<file path="config.mk">
export PLATFORM = sky130hd
export DESIGN_NAME = dsss_diff_spreader
export DESIGN_NICKNAME = d
export VERILOG_FILES = /design/src/rtl/dsss_pkg.sv /design/src/rtl/dsss_phase_track.sv /design/src/rtl/dsss_chip_map.sv /design/src/rtl/dsss_diff_spreader.sv
export SDC_FILE = /design/constraint.sdc
export NUM_CORES = 1
export LEC_CHECK = 0
export BUFFER_PORTS_ARGS = -buffer_cell sky130_fd_sc_hd__buf_2
export CAP_MARGIN = 20
export CORE_MARGIN = 8
export CORE_UTILIZATION = 35
export DETAILED_ROUTE_END_ITERATION = 7
export GPL_TIMING_DRIVEN = 0
export PLACE_DENSITY = 0.6
export SLEW_MARGIN = 10
export SYNTH_ARGS = -nofsm -noshare
export SYNTH_HDL_FRONTEND = slang
export SYNTH_SLANG_ARGS = --single-unit
</file>
<file path="constraint.sdc">
create_clock -name clk -period 3.5 [get_ports clk]
set_clock_uncertainty 0.1 [all_clocks]
set_input_delay 0.175 -clock clk [delete_from_list [all_inputs] [get_ports clk]]
set_output_delay 0.175 -clock clk [all_outputs]
set_load 0.01 [all_outputs]
</file>
<file path="src/rtl/dsss_pkg.sv">
package dsss_pkg;

    localparam int CHIP_W = 2;
    localparam int PH_W   = 2;

    typedef enum logic [0:0] {
        ST_WAIT_SYM = 1'b0,
        ST_SPREAD   = 1'b1
    } spr_state_t;

    // Phase step in quarter turns.
    // Four-phase: Gray-decoded dibit. Two-phase: bit 0 selects a half turn.
    function automatic logic [PH_W-1:0] phase_step(input logic qpsk, input logic [1:0] bits);
        if (qpsk)
            phase_step = {bits[1], bits[1] ^ bits[0]};
        else
            phase_step = bits[0] ? 2'd2 : 2'd0;
    endfunction

endpackage

</file>
<file path="src/rtl/dsss_phase_track.sv">
module dsss_phase_track
    import dsss_pkg::*;
(
    input  logic            clk,
    input  logic            rst_n,
    input  logic            load,
    input  logic            restart,
    input  logic [PH_W-1:0] step,
    output logic [PH_W-1:0] phase
);

    logic [PH_W-1:0] base;

    always_comb begin
        base = restart ? '0 : phase;
    end

    always_ff @(posedge clk) begin
        if (!rst_n)
            phase <= '0;
        else if (load)
            phase <= base + step;
    end

    AST_PHASE_HOLD: assert property (@(posedge clk) disable iff (!rst_n)
        !load |=> $stable(phase));

    AST_FRAME_RESTART: assert property (@(posedge clk) disable iff (!rst_n)
        (load && restart) |=> (phase == $past(step)));

endmodule

</file>
<file path="src/rtl/dsss_chip_map.sv">
module dsss_chip_map
    import dsss_pkg::*;
#(
    parameter int                CODE_LEN = 11,
    parameter logic [CODE_LEN-1:0] CODE   = 11'b000_1110_1101,
    parameter int                IDX_W    = 4
)(
    input  logic [PH_W-1:0]   phase,
    input  logic [IDX_W-1:0]  idx,
    output logic [CHIP_W-1:0] chip_i,
    output logic [CHIP_W-1:0] chip_q
);

    localparam int EXT_LEN = 1 << IDX_W;
    localparam logic [EXT_LEN-1:0] CODE_EXT = EXT_LEN'(CODE);

    logic [CHIP_W-1:0] sym_i;
    logic [CHIP_W-1:0] sym_q;
    logic              pos;

    always_comb begin
        unique case (phase)
            2'd0:    begin sym_i = 2'b01; sym_q = 2'b00; end
            2'd1:    begin sym_i = 2'b00; sym_q = 2'b01; end
            2'd2:    begin sym_i = 2'b11; sym_q = 2'b00; end
            default: begin sym_i = 2'b00; sym_q = 2'b11; end
        endcase
        pos    = CODE_EXT[idx];
        chip_i = pos ? sym_i : (2'b00 - sym_i);
        chip_q = pos ? sym_q : (2'b00 - sym_q);
    end

endmodule

</file>
<file path="src/rtl/dsss_diff_spreader.sv">
module dsss_diff_spreader
    import dsss_pkg::*;
#(
    parameter int                  CODE_LEN    = 11,
    parameter logic [CODE_LEN-1:0] SPREAD_CODE = 11'b000_1110_1101
)(
    input  logic              clk,
    input  logic              rst_n,
    input  logic              chip_en,
    input  logic              mode_qpsk,
    input  logic              frame_start,
    input  logic              in_valid,
    input  logic [1:0]        in_bits,
    output logic              in_ready,
    output logic              out_valid,
    output logic [CHIP_W-1:0] out_i,
    output logic [CHIP_W-1:0] out_q
);

    localparam int                IDX_W    = $clog2(CODE_LEN);
    localparam logic [IDX_W-1:0]  LAST_IDX = IDX_W'(CODE_LEN - 1);

    spr_state_t        state, state_nx;
    logic [IDX_W-1:0]  chip_idx;
    logic [PH_W-1:0]   sym_phase;
    logic [CHIP_W-1:0] chip_i, chip_q;
    logic              spreading, issue, last_chip, accept;

    always_comb begin
        spreading = (state == ST_SPREAD);
        issue     = spreading && chip_en;
        last_chip = issue && (chip_idx == LAST_IDX);
        in_ready  = (state == ST_WAIT_SYM) || last_chip;
        accept    = in_valid && in_ready;
    end

    // Next-state logic
    always_comb begin
        state_nx = state;
        unique case (state)
            ST_WAIT_SYM: if (accept) state_nx = ST_SPREAD;
            ST_SPREAD:   if (last_chip) state_nx = accept ? ST_SPREAD : ST_WAIT_SYM;
            default:     state_nx = ST_WAIT_SYM;
        endcase
    end

    // State register
    always_ff @(posedge clk) begin
        if (!rst_n) state <= ST_WAIT_SYM;
        else        state <= state_nx;
    end

    // Output and chip-index registers
    always_ff @(posedge clk) begin
        if (!rst_n) begin
            out_valid <= 1'b0;
            out_i     <= '0;
            out_q     <= '0;
            chip_idx  <= '0;
        end else begin
            out_valid <= issue;
            if (issue) begin
                out_i <= chip_i;
                out_q <= chip_q;
            end
            if (accept)
                chip_idx <= '0;
            else if (issue)
                chip_idx <= chip_idx + 1'b1;
        end
    end

    dsss_phase_track u_phase (
        .clk     (clk),
        .rst_n   (rst_n),
        .load    (accept),
        .restart (frame_start),
        .step    (phase_step(mode_qpsk, in_bits)),
        .phase   (sym_phase)
    );

    dsss_chip_map #(
        .CODE_LEN (CODE_LEN),
        .CODE     (SPREAD_CODE),
        .IDX_W    (IDX_W)
    ) u_map (
        .phase  (sym_phase),
        .idx    (chip_idx),
        .chip_i (chip_i),
        .chip_q (chip_q)
    );

    AST_OUT_ONE_AXIS: assert property (@(posedge clk) disable iff (!rst_n)
        out_valid |-> ((out_i == 2'b00) != (out_q == 2'b00)));

    AST_NO_MINUS_TWO: assert property (@(posedge clk) disable iff (!rst_n)
        (out_i != 2'b10) && (out_q != 2'b10));

    AST_VALID_AFTER_EN: assert property (@(posedge clk) disable iff (!rst_n)
        out_valid |-> $past(chip_en));

    AST_CHIP_HOLD: assert property (@(posedge clk) disable iff (!rst_n)
        !out_valid |-> ($stable(out_i) && $stable(out_q)));

    AST_READY_AT_BOUNDARY: assert property (@(posedge clk) disable iff (!rst_n)
        (spreading && in_ready) |-> chip_en);

endmodule

</file>
==> results of run 1 <==
==> final cells by class <==
cell class,count,area (sq um)
Buffer,2,15.0
Clock buffer,4,26.3
Fill cell,167,958
Inverter,1,3.75
Multi-Input combinational cell,54,348
Sequential cell,13,260
Tap cell,25,31.3
Timing Repair Buffer,13,65.1
==> cell usage after synthesis, drive strengths merged <==
| cell | count | area, sq um |
|---|---|---|
| a21bo | 1 | 10.0 |
| a21boi | 2 | 15.0 |
| a21o | 1 | 7.51 |
| a21oi | 3 | 15.0 |
| a31o | 1 | 8.76 |
| and2 | 4 | 25.0 |
| and3 | 1 | 7.51 |
| buf | 1 | 11.3 |
| clkbuf | 1 | 3.75 |
| dfxtp | 13 | 260 |
| ha | 3 | 37.5 |
| inv | 1 | 3.75 |
| mux2i | 1 | 10.0 |
| nand2 | 9 | 33.8 |
| nand3 | 3 | 15.0 |
| nand3b | 1 | 7.51 |
| nand4 | 1 | 6.26 |
| nand4b | 1 | 8.76 |
| nor2 | 4 | 15.0 |
| nor2b | 3 | 18.8 |
| nor3 | 1 | 5.00 |
| o21ai | 5 | 25.0 |
| o2bb2ai | 1 | 8.76 |
| or3 | 1 | 6.26 |
| xnor2 | 3 | 26.3 |
| xor2 | 4 | 35.0 |
==> state kept, by name, summed over array words and instances (netlist names) <==
| signal | flops |
|---|---|
| chip_idx | 4 |
| u_phase.phase | 2 |
| out_q | 2 |
| out_valid | 1 |
| out_i | 2 |
| spreading | 1 |
| u_map.pos | 1 |
==> power by group through the flow <==
stage / logic (W) / clock network, W / registers, W
6_report: 0.0000380 / 0.0000916 / 0.000160
2_1_floorplan: 0.0000246 / 0 / 0.000163
5_1_grt: 0.0000429 / 0.000101 / 0.000161
3_3_place_gp: 0.0000372 / 0 / 0.000163
3_5_place_dp: 0.0000383 / 0 / 0.000163
4_1_cts: 0.0000385 / 0.0000943 / 0.000160
==> cells by family (layout without fill, tap and decap cells) <==
group / Yosys count / count (layout) / synth area share
compound gates: 14 / 14 / 0.144
flops: 13 / 13 / 0.415
mux: 1 / 1 / 0.0160
simple gates: 29 / 29 / 0.238
buf+inv: 3 / 20 / 0.0299
fa+ha+maj: 3 / 3 / 0.0599
xor+xnor: 7 / 7 / 0.0978
==> per-layer routing <==
layer / vias to the layer above / track usage / share of wire / routed length [um]
li1: 274 / - / - / -
met1: 234 / 0.0883 / 0.48 / 592
met2: 12 / 0.126 / 0.45 / 555
met3: 2 / 0.0457 / 0.069 / 86
met4: 0 / 0.0105 / 0.0056 / 7
met5: - / 0 / 0 / 0
==> critical path, cell delays in order (launching register included) <==
cell and delay, ps:
dfxtp_1 430, inv_1 70, ha_1 200, nand4b_1 140, nand2_1 90, buf_2 150
==> stage by stage <==
stage / power [W] / std cells
6_report: 0.000289 / 112
5_1_grt: 0.000305 / 112
4_1_cts: 0.000293 / 112
3_5_place_dp: 0.000202 / 108
3_3_place_gp: 0.000201 / 108
2_1_floorplan: 0.000188 / 70
==> how the worst min path moves through the flow <==
stage               startpoint         to  slack (ps)  cells past startpoint
CTS                   in_valid  spreading          60                      3
global placement      in_valid  spreading         340                      3
global route          in_valid  spreading          90                      3
floorplan             in_valid  spreading         210                      2
finish                in_valid  spreading          60                      3
detailed placement    in_valid  spreading         340                      3
==> metrics, run 1 <==
post_cts resized=0; Chip Width=58.3 um; vias in the first global route=489; # setup viols final=0; Slew @ Worst Pin=346 ps; Hold Buf Count CTS=0; crit end category=primary output; Die Y=58.3 um; initial DRC count=13; crit-path max FO=5; Synth Register Bits=13; clock share of power=0.316; H-tree depth=1; P_leak=0.311 nW; maximum vdd drop=295 uV; min-delay worst type=in2reg; Comb power frac=0.131; outcome=finished, final reports clean; net count after synthesis=81; Antenna diodes=0; IO buf count=13; area grow syn2layout=19.6%; Pint=0.000217 W; sw power=0.0000728 W; Initial Util=0.367; clock sink count=13; Pins Over Slew Limit=0; max-cap check violation count=0; CTS root buffer=clkbuf_4; FF-to-FF path depth=6; share of cells above drive strength 1=0.218; YS warnings=0; # DRC=0; pin count of the biggest net entering global routing=11; Critical path destination=in_ready; post-DR wirelength/cell=11.1 um; Placement Rows=15; core box area=0.00171 sq mm; CTS tree=done; Routed Antenna Nets=0; GRT Total Usage=0.0780; # Post-CTS Setup Buffers=0; CP arrival=1350 ps; HPWL after detailed placement=962 um; Vias/cell=4.66; Finished Cell Area=749 sq um; post-synth cell types=26; Sw Share=0.251; worst r2r dst=u_map.pos; setup_tns=0 ps; post-route worst setup slack=1880 ps; Syn Std Cell Area=627 sq um; f_max=0.617 GHz; post-layout util=0.439; initial antenna violation count=0; Final Cycle Share=0.463; Top Ports=14; final WL=1240 um; DR vias=522; Area after DPL=723 sq um; Worst setup SP type=register; pre-CTS setup slack=1940 ps; R2R Path Start=chip_idx[0]; Seq/Total Area, Yosys=0.415; Post-Syn Instances=70; beginning of the critical path=chip_idx[0]; final net count=99; Slew headroom=0.769; Hold WS=62.2 ps; Clk pin slew, worst setup/hold paths=70 ps; final hold violations=0; min Tclk post-route=1620 ps; RSZ-0062 raised after global routing=no; Required @ worst endpoint=3220 ps; highest-count cells in the layout ignoring fill and taps=13 x dfxtp_1, 13 x buf_2, 9 x nand2_1, 5 x o21ai_0; RePlAce Congestion=0.834; global-route wire length before repair=2090 um; Die ar.=0.00340 sq mm; Worst R2R Setup Slack=1940 ps; Worst Setup Path Type=reg2out; Reg power frac=0.552; GRT Residual Overflow=0; Syn Area/Cell=8.96 sq um; Detailed Routing Iterations Pass 1=4; Power Density=386 mW/mm^2; clock buffer count from CTS=3; CTS Buffer Depth=2; Worst-Skew Late Latency=270 ps
Power figures use the tool's default switching activity.
==> run 2, diff against run 1 <==
--- a/config.mk
+++ b/config.mk
@@ -5,6 +5,7 @@
 export SDC_FILE = /design/constraint.sdc
 export NUM_CORES = 1
 export LEC_CHECK = 0
+export ABC_AREA = 1
 export BUFFER_PORTS_ARGS = -buffer_cell sky130_fd_sc_hd__buf_2
 export CAP_MARGIN = 20
 export CORE_MARGIN = 8
==> constraint.sdc (replaced) <==
create_clock -name clk -period 1.6 [get_ports clk]
set_clock_uncertainty 0.1 [all_clocks]
set_input_delay 0.08 -clock clk [delete_from_list [all_inputs] [get_ports clk]]
set_output_delay 0.08 -clock clk [all_outputs]
set_load 0.01 [all_outputs]
==> metrics, run 2 <==
IO buf count=12 (-1); Seq/Total Area, Yosys=0.417 (+0.00166); vias in the first global route=505 (+3.3%); post-synth cell types=18 (-31%); RSZ-0062 raised after global routing=no; Yosys top cell by area=dfxtp_1; # setup viols final=0 (unchanged); # DRC=0 (unchanged); GRT Total Usage=0.0830 (+0.00504); Pins Over Slew Limit=0 (unchanged); clock buffer count from CTS=3 (unchanged); Slew @ Worst Pin=203 ps (-143 ps); f_max=0.680 GHz; final hold violations=0 (unchanged); CP max-delay cell=dfxtp_1; net count after synthesis=95 (+17%); Slowest Stage Delay on Critical Path=330 ps (-100 ps); pin count of the biggest net entering global routing=11 (unchanged); crit end category=primary output; post-synth top area share=0.417 (+0.00166); Worst-Skew Late Latency=270 ps (about the same); Chip Width=58.2 um (-0.15%); post_cts resized=0 (unchanged); fillers=182 (+9.0%); max-cap check violation count=0 (unchanged); Synth Register Bits=13 (unchanged); RePlAce Congestion=0.758 (-9.2%); final net count=113 (+14%); global-route wire length before repair=2080 um (-0.67%); Worst setup SP type=register; Slew headroom=0.864 (+0.0941); Multi-input gate area=304 sq um (-13%); share of cells above drive strength 1=0.218 (-0.000569); post-DR wirelength/cell=9.61 um (-13%); placed cell count=121 (+12%); HPWL after detailed placement=948 um (-1.5%); Die Y=58.2 um (-0.15%); most common cell in the netlist=nand2_1; outcome=finished, final reports clean; Detailed Routing Iterations Pass 1=4 (unchanged); Final Cycle Share=0.919; min-delay worst type=in2reg; H-tree depth=1 (unchanged); final WL=1210 um (-2.4%); area grow syn2layout=20.4%; Top Ports=14 (unchanged); Power Density=832 mW/mm^2 (+120%); EDFF count, synth=0 (unchanged); max FFs per register=4 (unchanged); DR vias=552 (+5.7%); initial antenna violation count=0 (unchanged); CTS tree=done; ys async rst share=0 (unchanged); post-route insts no fill=126 (+13%); GRT Residual Overflow=0 (unchanged); Routed Antenna Nets=0 (unchanged); min Tclk post-route=1470 ps; clock sink count=13 (unchanged); post-route worst setup slack=130 ps (-1750 ps); most used flip-flop cell after synthesis=dfxtp_1; maximum vdd drop=302 uV (+2.6%); P_leak=0.400 nW (+29%); Worst Setup Path Type=reg2out; Clk pin slew, worst setup/hold paths=80 ps (about the same); post-layout util=0.440 (+0.00146); Area after DPL=716 sq um (-1.0%); synth top area cells=dfxtp_1 42%, nand2_1 9.0%, inv_1 7.2%, nor2_1 6.6%, ha_1 6.0%; Antenna diodes=0 (unchanged); Placement Rows=15 (unchanged); initial DRC count=9 (-4); crit-path max FO=3 (-2); commonest non-fill, non-tap cell in the layout=nand2_1; Syn Area/Cell=7.43 sq um (-17%); Syn Std Cell Area=624 sq um (-0.40%); # Post-CTS Setup Buffers=0 (unchanged); pre-CTS setup slack=168 ps (-1770 ps); YS warnings=0 (unchanged); Finished Cell Area=752 sq um (+0.33%); Register Area=260 sq um (unchanged); Vias/cell=4.38 (-6.0%); CP arrival=1290 ps (-60 ps); Synth top cells by count=15 x nand2_1, 13 x dfxtp_1, 12 x inv_1; Post-Syn Instances=84 (+20%); CTS Buffer Depth=2 (unchanged); CTS root buffer=clkbuf_4; Initial Util=0.366 (-0.00146); crit-path cells=inv_1 > ha_1 > nand2_1 > o21ai_2 > buf_2; core box area=0.00171 sq mm (unchanged); Required @ worst endpoint=1420 ps (-1800 ps); Largest Register=chip_idx; setup_tns=0 ps (unchanged); highest-count cells in the layout ignoring fill and taps=15 x nand2_1, 13 x dfxtp_1, 12 x inv_1, 12 x buf_2, 11 x nor2_1; Die ar.=0.00339 sq mm (-0.29%)
-- run 2: cell families (layout without fill, tap and decap cells) --
family,Yosys count,count (layout),synth area share
buffers and inverters,15,32,0.0962
AOI/OAI and AO/OA,11,11,0.0942
and+or+nand+nor,37,37,0.261
adders and majority gates,3,3,0.0601
muxes,1,1,0.0160
xor gates and xnor gates,4,4,0.0561
DFF,13,13,0.417
-- run 2: layout make-up --
class | count | area share
plain buffers | 1 | 0.00998
clock buffers | 4 | 0.0349
inverters | 14 | 0.0699
multi-input cells | 56 | 0.404
flip-flops and latches | 13 | 0.346
well taps | 25 | 0.0416
repair buffers | 13 | 0.0932
-- run 2: path summary, 6_finish.rpt --
check	start	end	slack (ps)	cells past startpoint
setup / recovery	chip_idx[0]	in_ready	130	5
hold / removal	rst_n	u_phase.phase[0]	9	3
setup reg to reg	chip_idx[0]	u_map.pos	160	10
hold reg to reg	out_q[1]	out_q[1]	360	2
-- run 2: per-layer routing --
| layer | GRT usage | routed length (um) | vias up |
|---|---|---|---|
| li1 | - | - | 299 |
| met1 | 0.0859 | 536 | 235 |
| met2 | 0.124 | 528 | 13 |
| met3 | 0.0309 | 90 | 5 |
| met4 | 0.0839 | 55 | 0 |
| met5 | 0 | 0 | - |
-- run 2: worst max-delay path, delay by kind of cell, from the launching register on --
family	cells	cell delay, ps
flops	1	330
simple gates	1	60
fa+ha+maj	1	150
compound gates	1	210
buf+inv	2	260
-- run 2: where the power goes --
group          switching, W  internal [W]
Sequential       0.00000818      0.000337
Combinational     0.0000480     0.0000334
Clock              0.000102     0.0000967
-- run 2: metrics by stage --
step | power [W] | hold slack [ps]
5_1_grt | 0.000655 | 33.5
3_5_place_dp | 0.000433 | 271
2_1_floorplan | 0.000404 | 114
4_1_cts | 0.000633 | 2.87
3_3_place_gp | 0.000432 | 260
6_report | 0.000625 | 8.98
-- run 2: what timing repair did --
action                                  4_1_cts  5_1_grt
hold endpoints to repair                      1        0
hold buffers                                  1        0
endpoints found under the setup margin        0        0
==> run 3, diff against run 2 <==
--- a/config.mk
+++ b/config.mk
@@ -9,10 +9,10 @@
 export BUFFER_PORTS_ARGS = -buffer_cell sky130_fd_sc_hd__buf_2
 export CAP_MARGIN = 20
 export CORE_MARGIN = 8
-export CORE_UTILIZATION = 35
+export CORE_UTILIZATION = 48
 export DETAILED_ROUTE_END_ITERATION = 7
 export GPL_TIMING_DRIVEN = 0
-export PLACE_DENSITY = 0.6
+export PLACE_DENSITY = 0.76
 export SLEW_MARGIN = 10
 export SYNTH_ARGS = -nofsm -noshare
 export SYNTH_HDL_FRONTEND = slang
==> metrics, run 3 (synthesis gave the netlist of run 2 again) <==
CP arrival=1290 ps (about the same); worst r2r dst=u_map.pos; DR vias=580 (+5.1%); Chip Width=52.1 um (-11%); hold_sp=chip_en; GRT Total Usage=0.116 (+0.0327); Worst Setup Path Type=reg2out; f_max=0.678 GHz (-0.27%); crit end category=primary output; min Tclk post-route=1470 ps (+4.03 ps); H-tree depth=1 (unchanged); RePlAce Congestion=0.719 (-5.1%); pre-CTS setup slack=178 ps (+9.68 ps); R2R Path Start=chip_idx[0]; maximum vdd drop=336 uV (+11%); post-route insts no fill=117 (-7.1%); post-DR wirelength/cell=11.1 um (+15%); Hold Path End=out_valid; Slew @ Worst Pin=222 ps (+19.3 ps); Top Ports=14 (unchanged); Routed Antenna Nets=0 (unchanged); CTS Buffer Depth=2 (unchanged); Worst R2R Setup Slack=170 ps (about the same); Comb power frac=0.135 (+0.005); max-cap check violation count=0 (unchanged); global-route wire length before repair=2320 um (+12%); setup_tns=0 ps (unchanged); Sw Share=0.257 (+0.00350); fillers=114 (-37%); Die Y=52.1 um (-11%); post-route worst setup slack=126 ps (-4.03 ps); share of cells above drive strength 1=0.216 (-0.00214); Initial Util=0.499 (+0.133); Hold WS=84.6 ps (+75.6 ps); Required @ worst endpoint=1420 ps (about the same); Worst setup SP type=register; final WL=1290 um (+6.8%); area grow syn2layout=20.0%; crit-path max FO=3 (unchanged); clock buffer count from CTS=3 (unchanged); # DRC=0 (unchanged); initial antenna violation count=0 (unchanged); Antenna diodes=0 (unchanged); Pint=0.000469 W (+0.34%); final net count=114 (+0.88%); clock sink count=13 (unchanged); GRT Residual Overflow=0 (unchanged); RSZ-0062 raised after global routing=no; core box area=0.00125 sq mm (-27%); Largest Register=chip_idx; Clk pin slew, worst setup/hold paths=80 ps (about the same); CTS root buffer=clkbuf_4; post_cts resized=0 (unchanged); Slew headroom=0.851 (-0.0129); Hold Buf Count CTS=2 (+1); Detailed Routing Iterations Pass 1=4 (unchanged); Placement Rows=13 (-2); Worst-Skew Late Latency=270 ps (about the same); # setup viols final=0 (unchanged); P_leak=0.404 nW (+1.0%); Register Area=260 sq um (unchanged); max FFs per register=4 (unchanged); initial DRC count=14 (+5); min-delay worst type=in2reg; vias in the first global route=567 (+12%); sw power=0.000162 W (+2.2%); placed cell count=111 (-8.3%); FF-to-FF path depth=9 (-1); Pins Over Slew Limit=0 (unchanged); pin count of the biggest net entering global routing=11 (unchanged); Power Density=841 mW/mm^2 (+1.2%); Hold Path Cell Cnt=3 (unchanged); final hold violations=0 (unchanged); highest-count cells in the layout ignoring fill and taps=15 x nand2_1, 13 x dfxtp_1, 12 x inv_1, 12 x buf_2, 11 x nor2_1; HPWL after detailed placement=1010 um (+6.1%); Vias/cell=4.96 (+13%); Die ar.=0.00271 sq mm (-20%); Final Cycle Share=0.921 (+0.00252); Multi-input gate area=304 sq um (unchanged); # Post-CTS Setup Buffers=0 (unchanged); outcome=finished, final reports clean; CTS tree=done; IO buf count=12 (unchanged); Reg power frac=0.548 (-0.004); clock share of power=0.317 (about the same); commonest non-fill, non-tap cell in the layout=nand2_1
==> run 3: cell count changes in the layout (fill, tap and decap cells not counted) <==
cell           before  now
dlygate4sd3_1       1    2
==> run 3: routing by layer <==
| metal | vias to the layer above | global-route usage | wire, um |
|---|---|---|---|
| met5 | - | 0 | 0 |
| met3 | 5 | 0.0342 | 103 |
| li1 | 299 | - | - |
| met2 | 19 | 0.184 | 616 |
| met4 | 0 | 0.106 | 59 |
| met1 | 257 | 0.119 | 514 |
==> run 3: final cells by class <==
cell class | count | share of cell area
Sequential cell | 13 | 0.347
Timing Repair Buffer | 14 | 0.107
Multi-Input combinational cell | 56 | 0.406
Tap cell | 15 | 0.0250
Inverter | 14 | 0.0701
Clock buffer | 4 | 0.0351
Buffer | 1 | 0.0100
==> run 3: worst max-delay path, cell delays in order (launching register included) <==
cell,delay (ps)
dfxtp_1,330
inv_1,90
ha_1,160
nand2_1,60
o21ai_2,210
buf_2,170
==> run 3: stage by stage <==
stage,util,total power (W),area [sq um]
after global routing,0.598,0.000672,749
final,0.598,0.000631,749
after global placement,0.561,0.000431,703
after CTS,0.598,0.000642,749
after floorplan,-,0.000404,624
after detailed placement,0.561,0.000435,703
==> run 3: worst max-delay path by stage <==
stage	startpoint	end	slack (ps)	cells past startpoint
6_report	chip_idx[0]	in_ready	130	5
5_1_grt	chip_idx[0]	in_ready	20	5
4_1_cts	chip_idx[0]	in_ready	110	5
3_5_place_dp	chip_idx[0]	u_map.pos	180	10
3_3_place_gp	chip_idx[0]	u_map.pos	200	9
2_1_floorplan	chip_idx[0]	u_map.pos	210	9
==> run 3: power groups by stage <==
stage	Sequential (W)	Combinational [W]	Clock [W]
floorplan	0.000354	0.0000502	0
global placement	0.000352	0.0000785	0
detailed placement	0.000353	0.0000818	0
CTS	0.000345	0.0000862	0.000211
global route	0.000346	0.0000966	0.000229
finish	0.000345	0.0000853	0.000200
